$ cat config.mk
export PLATFORM = sky130hd
export DESIGN_NAME = mesh_route_switch
export DESIGN_NICKNAME = d
export VERILOG_FILES = /design/src/rtl/mrs_pkg.sv /design/src/rtl/mrs_reset_sync.sv /design/src/rtl/mrs_route_table.sv /design/src/rtl/mrs_credit_bank.sv /design/src/rtl/mrs_rr_select.sv /design/src/rtl/mesh_route_switch.sv
export SDC_FILE = /design/constraint.sdc
export NUM_CORES = 2
export LEC_CHECK = 0
export CAP_MARGIN = 15
export CELL_PAD_IN_SITES_DETAIL_PLACEMENT = 1
export CELL_PAD_IN_SITES_GLOBAL_PLACEMENT = 1
export CORE_MARGIN = 8
export CORE_UTILIZATION = 35
export DETAILED_ROUTE_END_ITERATION = 16
export PLACE_DENSITY = 0.63
export SETUP_SLACK_MARGIN = 0.4
export SYNTH_ARGS = -nofsm -noshare
export SYNTH_HDL_FRONTEND = slang
export SYNTH_HIERARCHICAL = 1
export SYNTH_SLANG_ARGS = --single-unit
$ cat constraint.sdc
create_clock -name clk -period 38.6 [get_ports clk]
set_input_delay 7.72 -clock clk [delete_from_list [all_inputs] [get_ports clk]]
set_output_delay 7.72 -clock clk [all_outputs]
set_load 0.03 [all_outputs]
$ cat src/rtl/mrs_pkg.sv
package mrs_pkg;
  localparam int NPORT          = 5;
  localparam int FLIT_W         = 32;
  localparam int RID_LSB        = 16;
  localparam int RID_W          = 5;
  localparam int PIDX_W         = 3;
  localparam int ROUTES         = 24;
  localparam int CRED_PER_ROUTE = 2;

  typedef enum logic [PIDX_W-1:0] {
    PORT_N = 3'd0,
    PORT_E = 3'd1,
    PORT_S = 3'd2,
    PORT_W = 3'd3,
    PORT_L = 3'd4
  } port_e;
endpackage

$ cat src/rtl/mrs_reset_sync.sv
module mrs_reset_sync (
  input  logic clk,
  input  logic rst_n,
  output logic rst_n_s
);
  logic meta_q, sync_q;

  always_ff @(posedge clk or negedge rst_n) begin
    if (!rst_n) begin
      meta_q <= 1'b0;
      sync_q <= 1'b0;
    end else begin
      meta_q <= 1'b1;
      sync_q <= meta_q;
    end
  end

  assign rst_n_s = sync_q;
endmodule

$ cat src/rtl/mrs_route_table.sv
module mrs_route_table import mrs_pkg::*; #(
  parameter int NP     = NPORT,
  parameter int NROUTE = ROUTES
) (
  input  logic                        clk,
  input  logic                        rst_n,
  input  logic                        wr_en,
  input  logic [PIDX_W-1:0]           wr_port,
  input  logic [RID_W-1:0]            wr_rid,
  input  logic [NP-1:0]               wr_mask,
  input  logic [NP-1:0][RID_W-1:0]    rd_rid,
  output logic [NP-1:0][NP-1:0]       rd_mask
);
  localparam logic [RID_W-1:0]  RLIM = RID_W'(NROUTE);
  localparam logic [PIDX_W-1:0] PLIM = PIDX_W'(NP);

  logic [NP-1:0] tbl_q [NROUTE][NP];
  logic          wr_ok;

  assign wr_ok = wr_en && (wr_rid < RLIM) && (wr_port < PLIM);

  always_ff @(posedge clk or negedge rst_n) begin
    if (!rst_n) begin
      for (int r = 0; r < NROUTE; r++)
        for (int p = 0; p < NP; p++)
          tbl_q[r][p] <= '0;
    end else if (wr_ok) begin
      tbl_q[wr_rid][wr_port] <= wr_mask;
    end
  end

  always_comb begin
    for (int p = 0; p < NP; p++) begin
      rd_mask[p] = '0;
      if (rd_rid[p] < RLIM) rd_mask[p] = tbl_q[rd_rid[p]][p];
    end
  end
endmodule

$ cat src/rtl/mrs_credit_bank.sv
module mrs_credit_bank import mrs_pkg::*; #(
  parameter int NROUTE   = ROUTES,
  parameter int CRED_MAX = CRED_PER_ROUTE
) (
  input  logic              clk,
  input  logic              rst_n,
  input  logic              take,
  input  logic [RID_W-1:0]  take_rid,
  input  logic              ret,
  input  logic [RID_W-1:0]  ret_rid,
  output logic [NROUTE-1:0] has_cred
);
  localparam int            CW   = $clog2(CRED_MAX + 1);
  localparam logic [CW-1:0] CMAX = CW'(CRED_MAX);

  logic [CW-1:0] cnt_q [NROUTE];
  logic [CW-1:0] cnt_d [NROUTE];

  always_comb begin
    for (int r = 0; r < NROUTE; r++) begin
      logic inc, dec;
      inc = ret && (ret_rid == RID_W'(r)) && (cnt_q[r] < CMAX);
      dec = take && (take_rid == RID_W'(r));
      cnt_d[r] = cnt_q[r];
      if (inc && !dec)      cnt_d[r] = cnt_q[r] + CW'(1);
      else if (dec && !inc) cnt_d[r] = cnt_q[r] - CW'(1);
      has_cred[r] = (cnt_q[r] != '0);
    end
  end

  always_ff @(posedge clk or negedge rst_n) begin
    if (!rst_n) begin
      for (int r = 0; r < NROUTE; r++) cnt_q[r] <= CMAX;
    end else begin
      for (int r = 0; r < NROUTE; r++) cnt_q[r] <= cnt_d[r];
    end
  end
endmodule

$ cat src/rtl/mrs_rr_select.sv
module mrs_rr_select #(
  parameter int N  = 5,
  parameter int PW = 3
) (
  input  logic [N-1:0]  req,
  input  logic [PW-1:0] ptr,
  output logic [N-1:0]  gnt
);
  always_comb begin
    logic found;
    gnt   = '0;
    found = 1'b0;
    for (int k = 0; k < N; k++) begin
      int idx;
      idx = int'(ptr) + k;
      if (idx >= N) idx = idx - N;
      if (!found && req[idx]) begin
        gnt[idx] = 1'b1;
        found    = 1'b1;
      end
    end
  end
endmodule

$ cat src/rtl/mesh_route_switch.sv
module mesh_route_switch import mrs_pkg::*; #(
  parameter int NROUTE   = ROUTES,
  parameter int CRED_MAX = CRED_PER_ROUTE
) (
  input  logic                      clk,
  input  logic                      rst_n,
  input  logic [NPORT-1:0]          in_vld,
  input  logic [NPORT*FLIT_W-1:0]   in_flit,
  output logic [NPORT-1:0]          in_rdy,
  output logic [NPORT-1:0]          out_vld,
  output logic [NPORT*FLIT_W-1:0]   out_flit,
  input  logic [NPORT-1:0]          crd_ret_vld,
  input  logic [NPORT*RID_W-1:0]    crd_ret_rid,
  input  logic                      cfg_we,
  input  logic [PIDX_W-1:0]         cfg_port,
  input  logic [RID_W-1:0]          cfg_rid,
  input  logic [NPORT-1:0]          cfg_mask,
  output logic                      drop_err
);
  localparam int               NP   = NPORT;
  localparam int               FW   = FLIT_W;
  localparam int               PW   = $clog2(NP);
  localparam logic [RID_W-1:0] RLIM = RID_W'(NROUTE);

  logic                       rst_n_s;
  logic [NP-1:0][RID_W-1:0]   rid;
  logic [NP-1:0]              bad, zmask, cred_ok, req, fire, top_gnt;
  logic [NP-1:0][NP-1:0]      mask;      // [input][output]
  logic [NP-1:0][NP-1:0]      oreq, gnt; // [output][input]
  logic [NP-1:0][NROUTE-1:0]  has_cred;  // [output][route]
  logic [NP-1:0][RID_W-1:0]   take_rid;
  logic [PW-1:0]              ptr_q, ptr_d;
  logic [NP-1:0]              ovld_d, ovld_q;
  logic [NP-1:0][FW-1:0]      oflit_d, oflit_q;
  logic                       drop_d, drop_q;

  mrs_reset_sync u_rsync (.clk(clk), .rst_n(rst_n), .rst_n_s(rst_n_s));

  // Route field decode per input port
  for (genvar p = 0; p < NP; p++) begin : g_dec
    assign rid[p]   = in_flit[p*FW+RID_LSB +: RID_W];
    assign bad[p]   = (rid[p] >= RLIM);
    assign zmask[p] = (mask[p] == '0);
  end

  mrs_route_table #(.NP(NP), .NROUTE(NROUTE)) u_tbl (
    .clk(clk), .rst_n(rst_n_s),
    .wr_en(cfg_we), .wr_port(cfg_port), .wr_rid(cfg_rid), .wr_mask(cfg_mask),
    .rd_rid(rid), .rd_mask(mask)
  );

  // Credit availability on every masked output
  always_comb begin
    for (int p = 0; p < NP; p++) begin
      cred_ok[p] = 1'b1;
      for (int o = 0; o < NP; o++)
        if (mask[p][o] && !bad[p] && !has_cred[o][rid[p]]) cred_ok[p] = 1'b0;
      req[p] = in_vld[p] && !bad[p] && !zmask[p] && cred_ok[p];
      for (int o = 0; o < NP; o++) oreq[o][p] = req[p] && mask[p][o];
    end
  end

  // One arbiter per output, all sharing the same priority pointer
  for (genvar o = 0; o < NP; o++) begin : g_arb
    mrs_rr_select #(.N(NP), .PW(PW)) u_sel (
      .req(oreq[o]), .ptr(ptr_q), .gnt(gnt[o])
    );
  end

  mrs_rr_select #(.N(NP), .PW(PW)) u_top (.req(req), .ptr(ptr_q), .gnt(top_gnt));

  // An input moves only when it holds the grant of every output in its mask
  always_comb begin
    for (int p = 0; p < NP; p++) begin
      fire[p] = req[p];
      for (int o = 0; o < NP; o++)
        if (mask[p][o] && !gnt[o][p]) fire[p] = 1'b0;
      in_rdy[p] = fire[p] || (in_vld[p] && (bad[p] || zmask[p]));
    end
  end

  always_comb begin
    for (int o = 0; o < NP; o++) begin
      ovld_d[o]   = 1'b0;
      oflit_d[o]  = '0;
      take_rid[o] = '0;
      for (int p = 0; p < NP; p++) begin
        if (gnt[o][p] && fire[p]) begin
          ovld_d[o]   = 1'b1;
          oflit_d[o]  = in_flit[p*FW +: FW];
          take_rid[o] = rid[p];
        end
      end
    end
  end

  always_comb begin
    ptr_d = ptr_q;
    for (int p = 0; p < NP; p++)
      if (top_gnt[p]) ptr_d = (p == NP-1) ? '0 : PW'(p + 1);
    drop_d = |(in_vld & bad);
  end

  for (genvar o = 0; o < NP; o++) begin : g_crd
    mrs_credit_bank #(.NROUTE(NROUTE), .CRED_MAX(CRED_MAX)) u_bank (
      .clk(clk), .rst_n(rst_n_s),
      .take(ovld_d[o]), .take_rid(take_rid[o]),
      .ret(crd_ret_vld[o]), .ret_rid(crd_ret_rid[o*RID_W +: RID_W]),
      .has_cred(has_cred[o])
    );
  end

  always_ff @(posedge clk or negedge rst_n_s) begin
    if (!rst_n_s) begin
      ovld_q  <= '0;
      oflit_q <= '0;
      ptr_q   <= '0;
      drop_q  <= 1'b0;
    end else begin
      ovld_q <= ovld_d;
      ptr_q  <= ptr_d;
      drop_q <= drop_d;
      for (int o = 0; o < NP; o++)
        if (ovld_d[o]) oflit_q[o] <= oflit_d[o];
    end
  end

  assign out_vld  = ovld_q;
  assign out_flit = oflit_q;
  assign drop_err = drop_q;
endmodule

-- Yosys cells after proc, flatten, opt, wreduce, memory -nomap -nowiden
Index checks and enable logic that the tools add are counted.
W data, S select, Z words.
- $add $sub $neg: 249
- magnitude comparators: 161
- eq/ne operators: 230
- multiplexer cells: 604
- bitwise logic cells: 32
- reductions and logical operators: 1369
- operators by type and width (kind ; number):
    $mux W32 ; 30
    $logic_and A1 B1 Y1 ; 778
    $bmux W25 S5 ; 5
    $bwmux W600 ; 1
    $mux W2 ; 240
    $reduce_bool A2 Y1 ; 240
    $eq A5 B4 Y1 const B ; 80
    $eq A5 B5 Y1 const B ; 80
    $logic_not A1 Y1 ; 324
    $mux W5 ; 63
    $add A2 B1 Y2 const B ; 120
    $lt A2 B2 Y1 const B ; 120
    $sub A2 B1 Y2 const B ; 120
    $eq A5 B3 Y1 const B ; 40
    $mux W1 ; 189
    $ge A32 B1 Y1 const B ; 5
    $lt A32 B5 Y1 const B ; 5
    $ge A32 B4 Y1 const B ; 4
    $sub A32 B4 Y32 const B ; 4
    $bmux W1 S5 ; 25
    $demux W25 S5 ; 1
    $or A5 B5 Y5 ; 24
    $eq A5 B2 Y1 const B ; 20
    $bmux W1 S3 ; 30
    other kinds (28) ; 97
- bits in registers: 1011
- output and inout port bits: 171

-- Logic depth before layout (Yosys ltp)
- depth after elaboration: 48
- mapped depth: 40
- mapped depth without buffers: 34

-- Cells and area by module
The synthesis kept the hierarchy.
- by module, submodules not included (module ; times used ; cells each ; area an instance (um^2)):
    mrs_route_table ; 1 ; 2075 ; 28128.2
    mesh_route_switch ; 1 ; 2088 ; 17949.7
    mrs_credit_bank ; 5 ; 269 ; 2777.7
    mrs_rr_select (g_arb[0].u_sel ...) ; 5 ; 216 ; 1596.5
    mrs_rr_select (u_top) ; 1 ; 227 ; 1674.1
    mrs_reset_sync ; 1 ; 3 ; 53.8

-- Worst setup path before layout
OpenSTA, ideal clock, no wires.
- kind: input to output
- from: input in_flit[16]
- to: output in_rdy[0]
- data arrival time: 13476 ps
- required time: 30880 ps
- path slack: 17404 ps
- cell stages on the path: 24
- cells stage by stage: buf_2 > buf_2 > mux4_2 > mux2_2 > nand2_1 > nand3_1 > inv_1 > a31oi_1 > nand3_1 > nand4_1 > buf_2 > buf_1 > nor3b_1 > and2_1 > mux2i_1 > a221oi_1 > o211ai_1 > a21boi_0 > o2111ai_2 > or3_1 > nand3_1 > inv_1 > a2111oi_0 > a22o_1
- RTL lines (element ; line ; text):
    from (decl) ; mesh_route_switch.sv:8 ; input logic [NPORT*FLIT_W-1:0] in_flit,
    to (decl) ; mesh_route_switch.sv:9 ; output logic [NPORT-1:0] in_rdy,

==> flow_summary.toml <==
[synth]
syn-num-nets = 7241
yosysWarnings = 6
async_reset_ff_frac = 1.00
post_synth_num_cell_types = 121
ys_seq_area_frac = 0.365
ys_seq_elements = 1011
syn_area_sq_um = 69700
yosysTopAreaCellShare = 0.320
ys.flop_type = "dfrtp_1"
avgSynthCellArea_sq_um = 10.2
synth_edf_count = 0
synth_cells = 6818
yosys-top-cells-area = "dfrtp_1 32%, mux2_2 11%, mux2i_1 6.3%"
yosys.area.top_type = "dfrtp_1"

[grt]
grt_start_max_net_pins = 181
grt_pass1_wl_microns = 429000
grt_pass1_vias = 62600
overflow = 0
antenna_found_initial = 27
grt_usage = 0.263

[final_layout]
nets = 7442
fill_cells = 21800
area_growth_pct = 14.6
instances_no_fill = 9775
drive_above_1_share = 0.218

[sta]
fmax_mhz = 42.0
fin_crit_sh = 0.617
finalClockSkew_ns = 0.0615
fin_tns_setup_ns = 0
slew_violations = 0
whs_ns = 0.348
maxSlewHeadroom = 0.0923
finalSetupViolCount = 0
grt_setup_unrepaired = "no"
fin_crit_ns = 23.82
worst_pin_slew_ns = 1.35
hold_viol = 0

[clock_tree]
cts_hold_buf = 0
cts_resized = 0
cts-root-buf = "clkbuf_16"
cts_tree = "yes"
cts_max_path_buffers = 3
numCtsBuffers = 117
clkTransAtPathRegs_ns = 0.06
postCtsSetupRepairBufs = 0
clk_latency_ns = 0.80
clkSinkCount = 1011
htree_levels = 3

[placement]
place_congestion = 0.954
post-place-cells = 9539
port_buffers = 381
dp_hpwl_microns = 206000

[worst_setup_path]
worstSetupEndpointType = "primary output"
critical_path_class = "input pin to primary output"
r2r-end = "g_crd[2].u_bank/cnt_q[37]$_DFFE_PN1P_"
critPathRequiredTime_ns = 30.88
reg2regPathDepth = 34
regToRegSetupSlack_ns = 27.89
cp_max_fo = 45
crit_path_end = "in_rdy[4]"
cpPeakStageDelay_ns = 0.76
crit_path_top_delay_cell = "clkdlybuf4s50_1"
path_cells = "buf_4, buf_4, mux4_2, mux2_2, nand2_1, nand3_1, o211ai_1, a311o_1, and3_1, and4_1, nand2_1, nor2_1, and2_1, mux2i_1, o31ai_1, nor3_4, nor4_1, a31oi_1, o211ai_1, o22ai_1, a2111oi_1, a32o_1, clkdlybuf4s50_1"
critPathLaunchType = "input pin"
crit_start = "in_flit[112]"
r2r_start = "u_tbl/tbl_q[18]$_DFFE_PN0P_"
cp_data_arrival_time_ns = 16.10

[detailed_routing]
vias_per_cell = 6.14
detail_route.wl_per_cell_microns = 29.8
ant_nets = 0
num_vias = 60000
drt_drc_violations_left = 0
drt-initial-drc-count = 5547
firstDrtPassIters = 6
wl_microns = 291000

[power]
worst_ir_drop_vdd_mv = 0.0447
power.leakage_nw = 34.8
pwr_density_cell_nw_per_um2 = 67.9

[floorplan]
num_rows = 163
die_y_microns = 462
start_util = 0.353
die-area_sq_um = 214000
io_pins = 382
core_sq_um = 198000
die_x_microns = 462

[job]
maxCapViolCount = 0

[worst_hold_path]
hold_path.class = "flip-flop to flip-flop"

[outcome]
status = "finished, final reports clean"
==> synthesized netlist by cell type (all sizes together) (28+ instances only) <==
| master | n |
|---|---|
| a211o | 46 |
| a211oi | 57 |
| a21oi | 116 |
| a221oi | 70 |
| a22oi | 111 |
| a31oi | 85 |
| a32o | 28 |
| and2 | 37 |
| and3 | 63 |
| buf | 213 |
| clkbuf | 198 |
| dfrtp | 891 |
| dfstp | 120 |
| ha | 206 |
| inv | 167 |
| mux2 | 677 |
| mux2i | 442 |
| mux4 | 131 |
| nand2 | 528 |
| nand2b | 95 |
| nand3 | 256 |
| nand4 | 70 |
| nor2 | 505 |
| nor2b | 103 |
| nor3 | 225 |
| nor4 | 32 |
| o211ai | 87 |
| o21ai | 96 |
| o221ai | 28 |
| o22a | 48 |
| o22ai | 78 |
| o31ai | 29 |
| o32ai | 61 |
| or2 | 147 |
| xnor2 | 137 |
| xor2 | 247 |
==> layer usage <==
| layer | global-route usage | part of all wire | routed length (microns) | vias up |
|---|---|---|---|---|
| met5 | 0 | 0.00028 | 81 | - |
| li1 | - | - | - | 25700 |
| met3 | 0.0541 | 0.076 | 22200 | 685 |
| met4 | 0.111 | 0.048 | 13800 | 12 |
| met1 | 0.349 | 0.42 | 123000 | 31100 |
| met2 | 0.417 | 0.46 | 133000 | 2505 |
==> registers in the layout, summed over array words and instances, names as in the netlist <==
signal              cells
u_rsync/rst_n_s         1
drop_err                1
ptr_q                   3
u_tbl/tbl_q           600
out_flit              160
u_rsync/meta_q          1
g_crd.u_bank/cnt_q    240
out_vld                 5
==> where the power goes <==
part           switching [mW]  leakage, nW  total (mW)  internal [mW]
registers               0.223         13.1        1.56           1.33
logic                    1.64         19.6        2.65           1.01
clock network           0.493         2.06        1.22          0.723
total                    2.36         34.8        5.43           3.07
==> cell type report <==
cell class	instances	area [sq um]	share of cell area
clock inverter	51	830	0.0104
antenna	13	32.5	0.000407
timing repair buffer	493	4600	0.0576
sequential	1011	25500	0.319
inverter	168	631	0.00789
tap	2640	3300	0.0414
multi-input combinational	5228	41600	0.521
clock buffer	171	3410	0.0427
==> how the worst min path moves through the flow <==
stage	start	cells after the start	end	slack (ns)
after CTS	u_rsync/meta_q$_DFF_PN0_	0	u_rsync/rst_n_s$_DFF_PN0_	0.35
final	u_rsync/meta_q$_DFF_PN0_	0	u_rsync/rst_n_s$_DFF_PN0_	0.35
after detailed placement	u_rsync/meta_q$_DFF_PN0_	0	u_rsync/rst_n_s$_DFF_PN0_	0.34
after floorplan	u_rsync/meta_q$_DFF_PN0_	0	u_rsync/rst_n_s$_DFF_PN0_	0.33
after global routing	u_rsync/meta_q$_DFF_PN0_	0	u_rsync/rst_n_s$_DFF_PN0_	0.36
after global placement	u_rsync/meta_q$_DFF_PN0_	0	u_rsync/rst_n_s$_DFF_PN0_	0.34
==> layout by cell type (no fill, tap or decap), types with 123 or more instances in the layout <==
master           Yosys  routed
buf_4               25     123
clkdlybuf4s50_1      0     356
dfrtp_1            891     887
ha_1               206     206
inv_1              157     157
mux2_2             664     664
mux2i_1            441     441
mux4_2             131     131
nand2_1            515     511
nand3_1            254     254
nor2_1             497     491
nor3_1             212     207
or2_2              136     136
xnor2_1            137     137
xor2_1             247     247
==> kinds of logic (layout without fill, tap and decap cells) <==
kind of cell | after synthesis | after routing | synth area share
simple gates | 2190 | 2190 | 0.159
mux | 1250 | 1250 | 0.216
compound gates | 1191 | 1191 | 0.134
flops | 1011 | 1011 | 0.365
buf+inv | 579 | 883 | 0.0390
xor+xnor | 384 | 384 | 0.0483
fa+ha+maj | 212 | 212 | 0.0387
other cells | 1 | 14 | 0.0000538
==> stage by stage <==
step	cell area (sq um)	util	setup slack (ns)	power (mW)
2_1_floorplan	69700	-	8.54	3.29
3_3_place_gp	75600	0.383	15.05	4.13
3_5_place_dp	75600	0.383	14.88	4.17
4_1_cts	79800	0.404	14.85	5.42
5_1_grt	79900	0.404	14.47	5.69
6_report	79900	0.404	14.78	5.43
==> worst max-delay path: cells and delay by family <==
| kind | cells | cell delay, ns |
|---|---|---|
| AOI/OAI and AO/OA | 8 | 2.82 |
| and+or+nand+nor | 9 | 2.81 |
| buffers and inverters | 3 | 1.71 |
| muxes | 3 | 1.00 |
(Power assumes the default switching activity.)
